===== config.mk =====
export PLATFORM = sky130hd
export DESIGN_NAME = muxbus_bridge
export DESIGN_NICKNAME = d
export VERILOG_FILES = /design/src/rtl/muxbus_pkg.sv /design/src/rtl/muxbus_iram.sv /design/src/rtl/muxbus_seq.sv /design/src/rtl/muxbus_pinmux.sv /design/src/rtl/muxbus_bridge.sv
export SDC_FILE = /design/constraint.sdc
export NUM_CORES = 2
export LEC_CHECK = 0
export BUFFER_PORTS_ARGS = -buffer_cell sky130_fd_sc_hd__buf_2
export CAP_MARGIN = 20
export CORE_MARGIN = 3
export CORE_UTILIZATION = 40
export CTS_CLUSTER_SIZE = 8
export DETAILED_ROUTE_END_ITERATION = 7
export PLACE_DENSITY = 0.57
export SYNTH_ARGS = -nofsm -noshare
export SYNTH_HDL_FRONTEND = slang
export SYNTH_SLANG_ARGS = --single-unit

===== constraint.sdc =====
create_clock -name clk -period 6.01 [get_ports clk]
set_input_delay 0.9015 -clock clk [delete_from_list [all_inputs] [get_ports clk]]
set_output_delay 0.9015 -clock clk [all_outputs]
set_load 0.1 [all_outputs]

===== src/rtl/muxbus_pkg.sv =====
// Shared types for the multiplexed bus bridge.
// Assumes: one access in flight at a time.
package muxbus_pkg;

    // Access sequencer states; ST_LOCAL is the single-cycle path used while disabled.
    typedef enum logic [2:0] {
        ST_IDLE,
        ST_ALE,
        ST_LATCH,
        ST_TURN,
        ST_STROBE,
        ST_LOCAL
    } bus_state_t;

endpackage


===== src/rtl/muxbus_iram.sv =====
// Internal data RAM reached for addresses at or below the boundary.
// Assumes: asynchronous read, synchronous write; contents are not reset.
module muxbus_iram #(
    parameter int DEPTH  = 256,
    parameter int DATA_W = 8,
    parameter int AW     = 8
) (
    input  logic              clk,
    input  logic              we,
    input  logic [AW-1:0]     addr,
    input  logic [DATA_W-1:0] wdata,
    output logic [DATA_W-1:0] rdata
);

    logic [DATA_W-1:0] mem [DEPTH];

    // Store one byte per write cycle.
    always_ff @(posedge clk) begin
        if (we) begin
            mem[addr] <= wdata;
        end
    end

    // Present the addressed byte without delay.
    assign rdata = mem[addr];

endmodule


===== src/rtl/muxbus_seq.sv =====
// Access sequencer: accepts a processor request, samples the enable while idle,
// decodes internal/external and produces the ALE, strobe and AD drive pattern.
// Assumes: requester holds cpu_req and its operands stable until cpu_ready.
module muxbus_seq
    import muxbus_pkg::*;
#(
    parameter int          ADDR_W  = 16,
    parameter int          DATA_W  = 8,
    parameter int unsigned INT_TOP = 255,
    parameter int          IRAM_AW = 8
) (
    input  logic                     clk,
    input  logic                     rst_n,
    input  logic                     cfg_en,
    input  logic                     cpu_req,
    input  logic                     cpu_we,
    input  logic [ADDR_W-1:0]        cpu_addr,
    input  logic [DATA_W-1:0]        cpu_wdata,
    output logic [DATA_W-1:0]        cpu_rdata,
    output logic                     cpu_ready,
    output logic                     en_q,
    output logic                     bus_ale,
    output logic                     bus_rd_n,
    output logic                     bus_wr_n,
    output logic [DATA_W-1:0]        bus_ad_o,
    output logic                     bus_ad_oe,
    output logic [ADDR_W-DATA_W-1:0] bus_hi_o,
    input  logic [DATA_W-1:0]        bus_ad_i,
    output logic                     iram_we,
    output logic [IRAM_AW-1:0]       iram_addr,
    output logic [DATA_W-1:0]        iram_wdata,
    input  logic [DATA_W-1:0]        iram_rdata
);

    localparam logic [ADDR_W-1:0] TOP_ADDR = ADDR_W'(INT_TOP);

    bus_state_t        state;
    logic [ADDR_W-1:0] addr_q;
    logic [DATA_W-1:0] wdata_q;
    logic              we_q;
    logic              ext_q;
    logic [DATA_W-1:0] rdata_q;
    logic              ready_q;
    logic              data_phase;

    // Sequence state, captured operands, sampled enable and returned data.
    always_ff @(posedge clk) begin
        if (!rst_n) begin
            state   <= ST_IDLE;
            en_q    <= 1'b0;
            addr_q  <= '0;
            wdata_q <= '0;
            we_q    <= 1'b0;
            ext_q   <= 1'b0;
            rdata_q <= '0;
            ready_q <= 1'b0;
        end else begin
            ready_q <= 1'b0;
            case (state)
                ST_IDLE: begin
                    en_q <= cfg_en;
                    if (cpu_req && !ready_q) begin
                        addr_q  <= cpu_addr;
                        wdata_q <= cpu_wdata;
                        we_q    <= cpu_we;
                        ext_q   <= (cpu_addr > TOP_ADDR);
                        state   <= cfg_en ? ST_ALE : ST_LOCAL;
                    end
                end
                ST_ALE:   state <= ST_LATCH;
                ST_LATCH: state <= ST_TURN;
                ST_TURN:  state <= ST_STROBE;
                ST_STROBE: begin
                    if (!we_q) begin
                        rdata_q <= ext_q ? bus_ad_i : iram_rdata;
                    end
                    ready_q <= 1'b1;
                    state   <= ST_IDLE;
                end
                ST_LOCAL: begin
                    if (!we_q) begin
                        rdata_q <= ext_q ? '0 : iram_rdata;
                    end
                    ready_q <= 1'b1;
                    state   <= ST_IDLE;
                end
                default: state <= ST_IDLE;
            endcase
        end
    end

    // Bus pattern decoded from the current phase.
    always_comb begin
        data_phase = (state == ST_TURN) || (state == ST_STROBE);
        bus_ale    = (state == ST_ALE);
        bus_wr_n   = !((state == ST_STROBE) && we_q && ext_q);
        bus_rd_n   = !((state == ST_STROBE) && !we_q && ext_q);
        bus_ad_o   = '0;
        bus_ad_oe  = 1'b0;
        if ((state == ST_ALE) || (state == ST_LATCH)) begin
            bus_ad_o  = addr_q[DATA_W-1:0];
            bus_ad_oe = 1'b1;
        end else if (data_phase) begin
            bus_ad_o  = we_q ? wdata_q : (ext_q ? '0 : iram_rdata);
            bus_ad_oe = we_q || !ext_q;
        end
    end

    assign bus_hi_o   = addr_q[ADDR_W-1:DATA_W];
    assign iram_we    = ((state == ST_STROBE) || (state == ST_LOCAL)) && we_q && !ext_q;
    assign iram_addr  = addr_q[IRAM_AW-1:0];
    assign iram_wdata = wdata_q;
    assign cpu_rdata  = rdata_q;
    assign cpu_ready  = ready_q;

endmodule


===== src/rtl/muxbus_pinmux.sv =====
// Pin ownership: the bridge owns the bus pins while enabled, the normal port
// settings pass through otherwise. Assumes en is stable within an access.
module muxbus_pinmux #(
    parameter int ADDR_W = 16,
    parameter int DATA_W = 8
) (
    input  logic                     en,
    input  logic                     bus_ale,
    input  logic                     bus_rd_n,
    input  logic                     bus_wr_n,
    input  logic [DATA_W-1:0]        bus_ad_o,
    input  logic                     bus_ad_oe,
    input  logic [ADDR_W-DATA_W-1:0] bus_hi_o,
    input  logic [DATA_W-1:0]        gpio_ad_out,
    input  logic [DATA_W-1:0]        gpio_ad_oe,
    input  logic [ADDR_W-DATA_W-1:0] gpio_hi_out,
    input  logic [ADDR_W-DATA_W-1:0] gpio_hi_oe,
    input  logic [2:0]               gpio_ctl_out,
    input  logic [2:0]               gpio_ctl_oe,
    output logic [DATA_W-1:0]        pad_ad_o,
    output logic [DATA_W-1:0]        pad_ad_oe,
    output logic [ADDR_W-DATA_W-1:0] pad_hi_o,
    output logic [ADDR_W-DATA_W-1:0] pad_hi_oe,
    output logic                     pad_ale,
    output logic                     pad_rd_n,
    output logic                     pad_wr_n,
    output logic [2:0]               pad_ctl_oe
);

    // Per-bit selection on the shared address/data port.
    for (genvar i = 0; i < DATA_W; i++) begin : g_ad
        assign pad_ad_o[i]  = en ? bus_ad_o[i] : gpio_ad_out[i];
        assign pad_ad_oe[i] = en ? bus_ad_oe   : gpio_ad_oe[i];
    end

    // High address byte and control pins.
    assign pad_hi_o   = en ? bus_hi_o : gpio_hi_out;
    assign pad_hi_oe  = en ? '1       : gpio_hi_oe;
    assign pad_ale    = en ? bus_ale  : gpio_ctl_out[0];
    assign pad_rd_n   = en ? bus_rd_n : gpio_ctl_out[1];
    assign pad_wr_n   = en ? bus_wr_n : gpio_ctl_out[2];
    assign pad_ctl_oe = en ? 3'b111   : gpio_ctl_oe;

endmodule


===== src/rtl/muxbus_bridge.sv =====
// Top of the multiplexed external memory bus bridge: sequencer, internal RAM
// and pin ownership mux. Assumes a single requester with hold-until-ready.
module muxbus_bridge #(
    parameter int          ADDR_W  = 16,
    parameter int          DATA_W  = 8,
    parameter int unsigned INT_TOP = 255
) (
    input  logic                     clk,
    input  logic                     rst_n,
    input  logic                     cfg_en,
    input  logic                     cpu_req,
    input  logic                     cpu_we,
    input  logic [ADDR_W-1:0]        cpu_addr,
    input  logic [DATA_W-1:0]        cpu_wdata,
    output logic [DATA_W-1:0]        cpu_rdata,
    output logic                     cpu_ready,
    input  logic [DATA_W-1:0]        gpio_ad_out,
    input  logic [DATA_W-1:0]        gpio_ad_oe,
    input  logic [ADDR_W-DATA_W-1:0] gpio_hi_out,
    input  logic [ADDR_W-DATA_W-1:0] gpio_hi_oe,
    input  logic [2:0]               gpio_ctl_out,
    input  logic [2:0]               gpio_ctl_oe,
    output logic [DATA_W-1:0]        pad_ad_o,
    output logic [DATA_W-1:0]        pad_ad_oe,
    input  logic [DATA_W-1:0]        pad_ad_i,
    output logic [ADDR_W-DATA_W-1:0] pad_hi_o,
    output logic [ADDR_W-DATA_W-1:0] pad_hi_oe,
    output logic                     pad_ale,
    output logic                     pad_rd_n,
    output logic                     pad_wr_n,
    output logic [2:0]               pad_ctl_oe
);

    localparam int IRAM_DEPTH = int'(INT_TOP) + 1;
    localparam int IRAM_AW    = (IRAM_DEPTH > 1) ? $clog2(IRAM_DEPTH) : 1;

    logic                     en_q;
    logic                     bus_ale;
    logic                     bus_rd_n;
    logic                     bus_wr_n;
    logic [DATA_W-1:0]        bus_ad_o;
    logic                     bus_ad_oe;
    logic [ADDR_W-DATA_W-1:0] bus_hi_o;
    logic                     iram_we;
    logic [IRAM_AW-1:0]       iram_addr;
    logic [DATA_W-1:0]        iram_wdata;
    logic [DATA_W-1:0]        iram_rdata;

    muxbus_seq #(
        .ADDR_W (ADDR_W),
        .DATA_W (DATA_W),
        .INT_TOP(INT_TOP),
        .IRAM_AW(IRAM_AW)
    ) u_seq (
        .clk       (clk),
        .rst_n     (rst_n),
        .cfg_en    (cfg_en),
        .cpu_req   (cpu_req),
        .cpu_we    (cpu_we),
        .cpu_addr  (cpu_addr),
        .cpu_wdata (cpu_wdata),
        .cpu_rdata (cpu_rdata),
        .cpu_ready (cpu_ready),
        .en_q      (en_q),
        .bus_ale   (bus_ale),
        .bus_rd_n  (bus_rd_n),
        .bus_wr_n  (bus_wr_n),
        .bus_ad_o  (bus_ad_o),
        .bus_ad_oe (bus_ad_oe),
        .bus_hi_o  (bus_hi_o),
        .bus_ad_i  (pad_ad_i),
        .iram_we   (iram_we),
        .iram_addr (iram_addr),
        .iram_wdata(iram_wdata),
        .iram_rdata(iram_rdata)
    );

    muxbus_iram #(
        .DEPTH (IRAM_DEPTH),
        .DATA_W(DATA_W),
        .AW    (IRAM_AW)
    ) u_iram (
        .clk  (clk),
        .we   (iram_we),
        .addr (iram_addr),
        .wdata(iram_wdata),
        .rdata(iram_rdata)
    );

    muxbus_pinmux #(
        .ADDR_W(ADDR_W),
        .DATA_W(DATA_W)
    ) u_pinmux (
        .en          (en_q),
        .bus_ale     (bus_ale),
        .bus_rd_n    (bus_rd_n),
        .bus_wr_n    (bus_wr_n),
        .bus_ad_o    (bus_ad_o),
        .bus_ad_oe   (bus_ad_oe),
        .bus_hi_o    (bus_hi_o),
        .gpio_ad_out (gpio_ad_out),
        .gpio_ad_oe  (gpio_ad_oe),
        .gpio_hi_out (gpio_hi_out),
        .gpio_hi_oe  (gpio_hi_oe),
        .gpio_ctl_out(gpio_ctl_out),
        .gpio_ctl_oe (gpio_ctl_oe),
        .pad_ad_o    (pad_ad_o),
        .pad_ad_oe   (pad_ad_oe),
        .pad_hi_o    (pad_hi_o),
        .pad_hi_oe   (pad_hi_oe),
        .pad_ale     (pad_ale),
        .pad_rd_n    (pad_rd_n),
        .pad_wr_n    (pad_wr_n),
        .pad_ctl_oe  (pad_ctl_oe)
    );

endmodule


# ---- Word-level counts from Yosys, hierarchy flattened
# Memories as Yosys holds them, arrays and structs flattened. A register that Yosys moved wholly into a read port is not among the register bits.
# Index checks and enable logic that the tools add are counted.
dict set report classes {
  muxes 40
  n_reduce_logical 21
  n_eq_ne 8
  order_cmp 1
}
# op count
set ops {}
lappend ops {{8-bit two-way mux} 11}
lappend ops {{1-bit two-way mux} 24}
lappend ops {{16-bit by 8-bit > comparator with 1-bit output, second input constant} 1}
lappend ops {{8-bit case mux with 2 select lines} 1}
lappend ops {{3-bit case mux with 4 select lines} 1}
lappend ops {{3-bit two-way mux} 3}
lappend ops {{1-bit logical AND} 7}
lappend ops {{3-bit by 2-bit equality test with 1-bit output, second input constant} 2}
lappend ops {{3-bit equality test, second input constant} 2}
lappend ops {{1-bit zero test} 5}
lappend ops {{1-bit logical OR} 4}
lappend ops {{2-bit != test, second input constant} 2}
lappend ops {{3-bit by 1-bit equality test with 1-bit output, second input constant} 1}
lappend ops {{3-bit zero test} 1}
lappend ops {{3-bit AND reduction} 1}
lappend ops {{2-bit by 1-bit != test with 1-bit output, second input constant} 1}
lappend ops {{2-bit AND reduction} 1}
lappend ops {{2-bit nonzero test} 1}
lappend ops {{2-bit OR reduction} 1}
dict set report totals {
  regBits 39
  ramBits 2048
  wordCells 79
  memories 1
}
# name words word_bits read_ports rd_ports_with_merged_regs write_ports line_no
set memory_table {}
lappend memory_table {u_iram.mem 256 8 1 1 1 muxbus_iram.sv:15} ;# logic [DATA_W-1:0] mem [DEPTH];

# ---- Longest topological paths before layout
dict set report depth {
  ltp_word 6
  mapped_depth 13
}

# ---- Cells and area by module
# From an unflattened synthesis, not the netlist that was laid out.
dict set report hier_totals {
  hier_cells 3805
  area_unflattened_um2 80608.6
}
# mod seq_area_each_um2 area_per_inst_um2 cells_each n_inst
set by_module_without_submodules {}
lappend by_module_without_submodules {muxbus_iram 61499.0 78332.6 3539 1}
lappend by_module_without_submodules {muxbus_seq 780.7 1830.5 224 1}
lappend by_module_without_submodules {muxbus_pinmux 0.0 445.4 42 1}

# ---- Least setup slack after synthesis
# Ideal clock, no wire load.
dict set report synth_timing {
  kind {flip-flop to output port}
  from {reg u_seq.wdata_q[1] (netlist: u_seq.iram_wdata[1])}
  to {out pad_ad_o[1]}
  t_required_ns 5.108
  path_stages_with_launch 4
  slack_ns -0.317
  arrival_time_ns 5.425
  n_path_buf 0
  path_cell_list {dfxtp_1 > nand2_1 > and3_1 > a21oi_1}
}
dict set report synth_between {
  elab_chain_len 4
}
# item line_no
set synth_rtl {}
lappend synth_rtl {{start: declaration} muxbus_seq.sv:39} ;# logic [DATA_W-1:0] wdata_q;
lappend synth_rtl {{start signal: assignment} muxbus_seq.sv:64} ;# wdata_q <= cpu_wdata;
lappend synth_rtl {{8-bit two-way mux} muxbus_seq.sv:104} ;# bus_ad_o = we_q ? wdata_q : (ext_q ? '0 : iram_rdata);
lappend synth_rtl {{8-bit two-way mux} muxbus_seq.sv:103} ;# end else if (data_phase) begin
lappend synth_rtl {{8-bit two-way mux} muxbus_seq.sv:100} ;# if ((state == ST_ALE) || (state == ST_LATCH)) begin
lappend synth_rtl {{1-bit two-way mux} muxbus_pinmux.sv:32} ;# assign pad_ad_o[i] = en ? bus_ad_o[i] : gpio_ad_out[i];
lappend synth_rtl {{end: declaration} muxbus_bridge.sv:23} ;# output logic [DATA_W-1:0] pad_ad_o,
# No other way between the ends.

==> impl_metrics.py <==
metrics = {
    "min_path": {
        "worstHoldPathType": "in -> reg",
    },
    "placed_design": {
        "gp_routability_congestion": 0.921,
        "dpl-instance-area_um2": 86600,
        "port_buffers": 121,
        "hpwl_um": 150000,
    },
    "power_and_ir_drop": {
        "power_frac_comb_pct": 8.7,
        "power_leakage_nw": 31.0,
        "totalPowerFinal_mw": 34.6,
        "power.share.clock_pct": 44.0,
        "p_per_area_nw_per_um2": 364,
        "swShare_pct": 23.4,
        "switching_power_mw": 8.08,
        "ir_worst_vdd_v": 0.000339,
        "share_seq_of_total_power_pct": 47.3,
        "power_report.internal_total_mw": 26.5,
    },
    "flow_run": {
        "max_cap_viol_count": 0,
    },
    "sta": {
        "finalSetupTns_ps": -127,
        "clock-skew-final_ps": 85.5,
        "slew-limit-headroom_pct": -4.89,
        "setup_ws_ps": -127,
        "final.min_clock_period_ps": 6140,
        "final_min_period_over_clock_period_pct": 102,
        "tightest_slew_ps": 1570,
        "achievable-frequency_mhz": 163,
        "rsz0062_at_grt": "false",
        "final-hold-violation-count": 0,
        "setup_violations": 1,
        "timing.final.max_slew_violations": 43,
        "worst_hold_slack_ps": 239,
    },
    "route": {
        "via_count": 43300,
        "totalWireLength_um": 241000,
        "detail_route.first_pass.iterations": 6,
        "vias_per_cell": 6.00,
        "drt-initial-drc-count": 5435,
        "drc_markers": 0,
        "route.antenna.remaining_nets": 0,
        "route.detailed.wl_per_inst_um": 33.4,
    },
    "outcome": {
        "violations": "slew limit, setup timing",
        "status": "complete, but fails checks",
    },
    "logic_synthesis": {
        "synth_top_area_share_pct": 74.3,
        "async_reset_ff_share_pct": 0,
        "yosysTopAreaCell": "edfxtp_1",
        "syn-num-nets": 4166,
        "synth_enable_flop_cells": 2048,
        "synth.top_cells.by_count": "2048 x edfxtp_1, 419 x mux4_2, 331 x nor2_1, 203 x nand2_1, 171 x mux2i_1",
        "ys_top_cells_by_area": "edfxtp_1 74%, mux4_2 11%, mux2i_1 2.1%, mux4_1 1.7%, nor2_1 1.5%",
        "synth_cells": 4091,
        "post-synth-top-count-cell": "edfxtp_1",
        "ys_types": 84,
        "syn_area_per_cell_um2": 20.2,
        "ys.flop_type": "edfxtp_1",
        "synth-warning-count": 0,
        "synth_seq_cells": 2095,
        "synth.cell_area_um2": 82700,
        "fraction_of_the_yosys_area_taken_by_sequential_cells_pct": 75.5,
    },
    "layout": {
        "design_area_um2": 95100,
        "fin_nets": 4511,
        "area_growth_pct": 14.9,
        "drive_above_1_share_pct": 24.5,
        "final.fill_count": 17100,
    },
    "setup_path": {
        "crit_arrival_ps": 5240,
        "timing_worst_setup_path_type": "reg -> out",
        "endpoint_kind": "primary output",
        "crit_path_start_kind": "flip-flop",
        "worstPathRequired_ps": 5110,
        "critPathMaxFanout": 20,
    },
    "die": {
        "core_area_um2": 205000,
        "die_height_um": 461,
        "io_pins": 122,
        "floorplan.initialDensity_pct": 40.3,
        "die_width_um": 461,
        "row_count": 166,
        "die_area_um2": 212000,
    },
    "cts": {
        "number_of_hold_buffers_added_after_cts": 0,
        "cts_max_path_buffers": 4,
        "later_pin_clock_latency_in_the_skew_report_ps": 940,
        "cts-htree-levels": 5,
        "cts_tree": "yes",
        "cts-buffers-inserted": 312,
        "clock_tree.root_cell": "clkbuf_16",
        "cts_num_sinks": 2095,
        "clk_pin_slew_ps": 50,
    },
    "global_routing": {
        "pin_count_of_the_biggest_net_entering_global_routing": 165,
        "grt_first_pass_wirelength_um": 338000,
        "groute.usage.overall_pct": 22.5,
        "number_of_global_route_vias_before_repair": 43400,
        "antenna_found_initial": 5,
        "globalRouteOverflowTotal": 0,
    },
}
-- power groups by stage --
| stage | registers, mW | clock network (mW) | logic, mW |
|---|---|---|---|
| detailed placement | 16.7 | 0 | 2.95 |
| global route | 16.4 | 16.1 | 3.10 |
| global placement | 16.7 | 0 | 2.91 |
| floorplan | 16.8 | 0 | 1.65 |
| CTS | 16.4 | 15.4 | 2.98 |
| finish | 16.4 | 15.2 | 3.00 |
-- path summary, 6_finish.rpt --
kind                                      start                       endpoint  slack [ps]  cells past startpoint
hold / removal                     cpu_addr[10]  u_seq.addr_q[10]$_SDFFE_PN0P_         240                      3
hold reg to reg   u_seq.addr_q[12]$_SDFFE_PN0P_  u_seq.addr_q[12]$_SDFFE_PN0P_         470                      2
setup / recovery                      flip-flop                    pad_ad_o[4]        -130                      9
setup reg to reg    u_seq.state[2]$_SDFFE_PN0P_   u_iram.mem[189][7]$_DFFE_PP_        1880                      5
-- area by class of cell --
cell class | count | area, um2 | share of cell area, %
clock inverter | 9 | 76.3 | 0.0803
antenna | 2 | 5.00 | 0.00526
tap | 2688 | 3360 | 3.54
clock buffer | 384 | 8160 | 8.59
inverter | 21 | 81.3 | 0.0855
timing repair buffer | 276 | 2330 | 2.46
sequential | 2095 | 62500 | 65.7
multi-input combinational | 1730 | 18600 | 19.5
-- layout by cell type, fill, tap and decap left out, types with 18 or more instances in the layout --
cell,netlist,routed
clkbuf_16,0,316
nor3_1,18,18
a22oi_1,42,42
buf_2,64,118
edfxtp_1,2048,2048
o21ai_0,50,49
nor2_1,331,330
clkbuf_1,75,68
buf_4,32,112
nand2_1,203,195
mux4_2,419,419
o22ai_1,36,36
a21oi_1,30,30
mux2i_1,171,171
a21boi_0,25,25
mux4_1,54,54
nand3_1,49,43
nor2b_1,25,24
mux2_2,28,28
a31oi_1,22,22
dfxtp_1,47,33
buf_12,11,37
-- logic make-up after synthesis --
logic type	count (synthesis)	share of synthesized area [%]
buffers and inverters	266	2.20
AO/OA/AOI/OAI	343	2.99
flip-flops	2095	75.5
multiplexers	672	15.6
AND/OR/NAND/NOR	714	3.76
XOR/XNOR	1	0.0106
-- repair_timing --
item                                    CTS  global route
endpoints found under the setup margin    7             6
setup buffers                             9             1
gates resized for setup                   4             5
pin swaps                                 0             0
-- critical path: stages, from the launching register on --
cell and delay (ps):
dfxtp_2 430, buf_4 290, nor2_1 650, nand2_1 360, o22ai_1 310, nor3_1 160, o41ai_1 1110, nand3_1 190
a41oi_1 570, buf_12 250
-- routing by layer --
layer	part of all wire (%)	vias to the layer above	track usage, %
li1	-	17500	-
met5	0.0062	-	0
met2	47	2172	34.8
met3	8.3	481	4.71
met4	4.3	2	9.70
met1	41	23100	31.1
-- per-stage QoR --
step	worst slack (ps)	util (%)	std cells
finish	-127	46.3	7205
global route	5.18	46.3	7204
CTS	30.3	46.3	7201
detailed placement	766	42.2	6799
global placement	565	42.2	6789
floorplan	646	-	4091
-- flip-flops by register name, indices dropped and copies added, names as in the netlist, named ones only --
signal	flops
u_seq.state	3
u_seq.iram_wdata	8
u_seq.addr_q	16
u_seq.en_q	1
u_seq.we_q	1
u_seq.ext_q	1
u_seq.cpu_ready	1
u_seq.cpu_rdata	8
u_iram.mem	2048
Power figures use the tool's default switching activity.
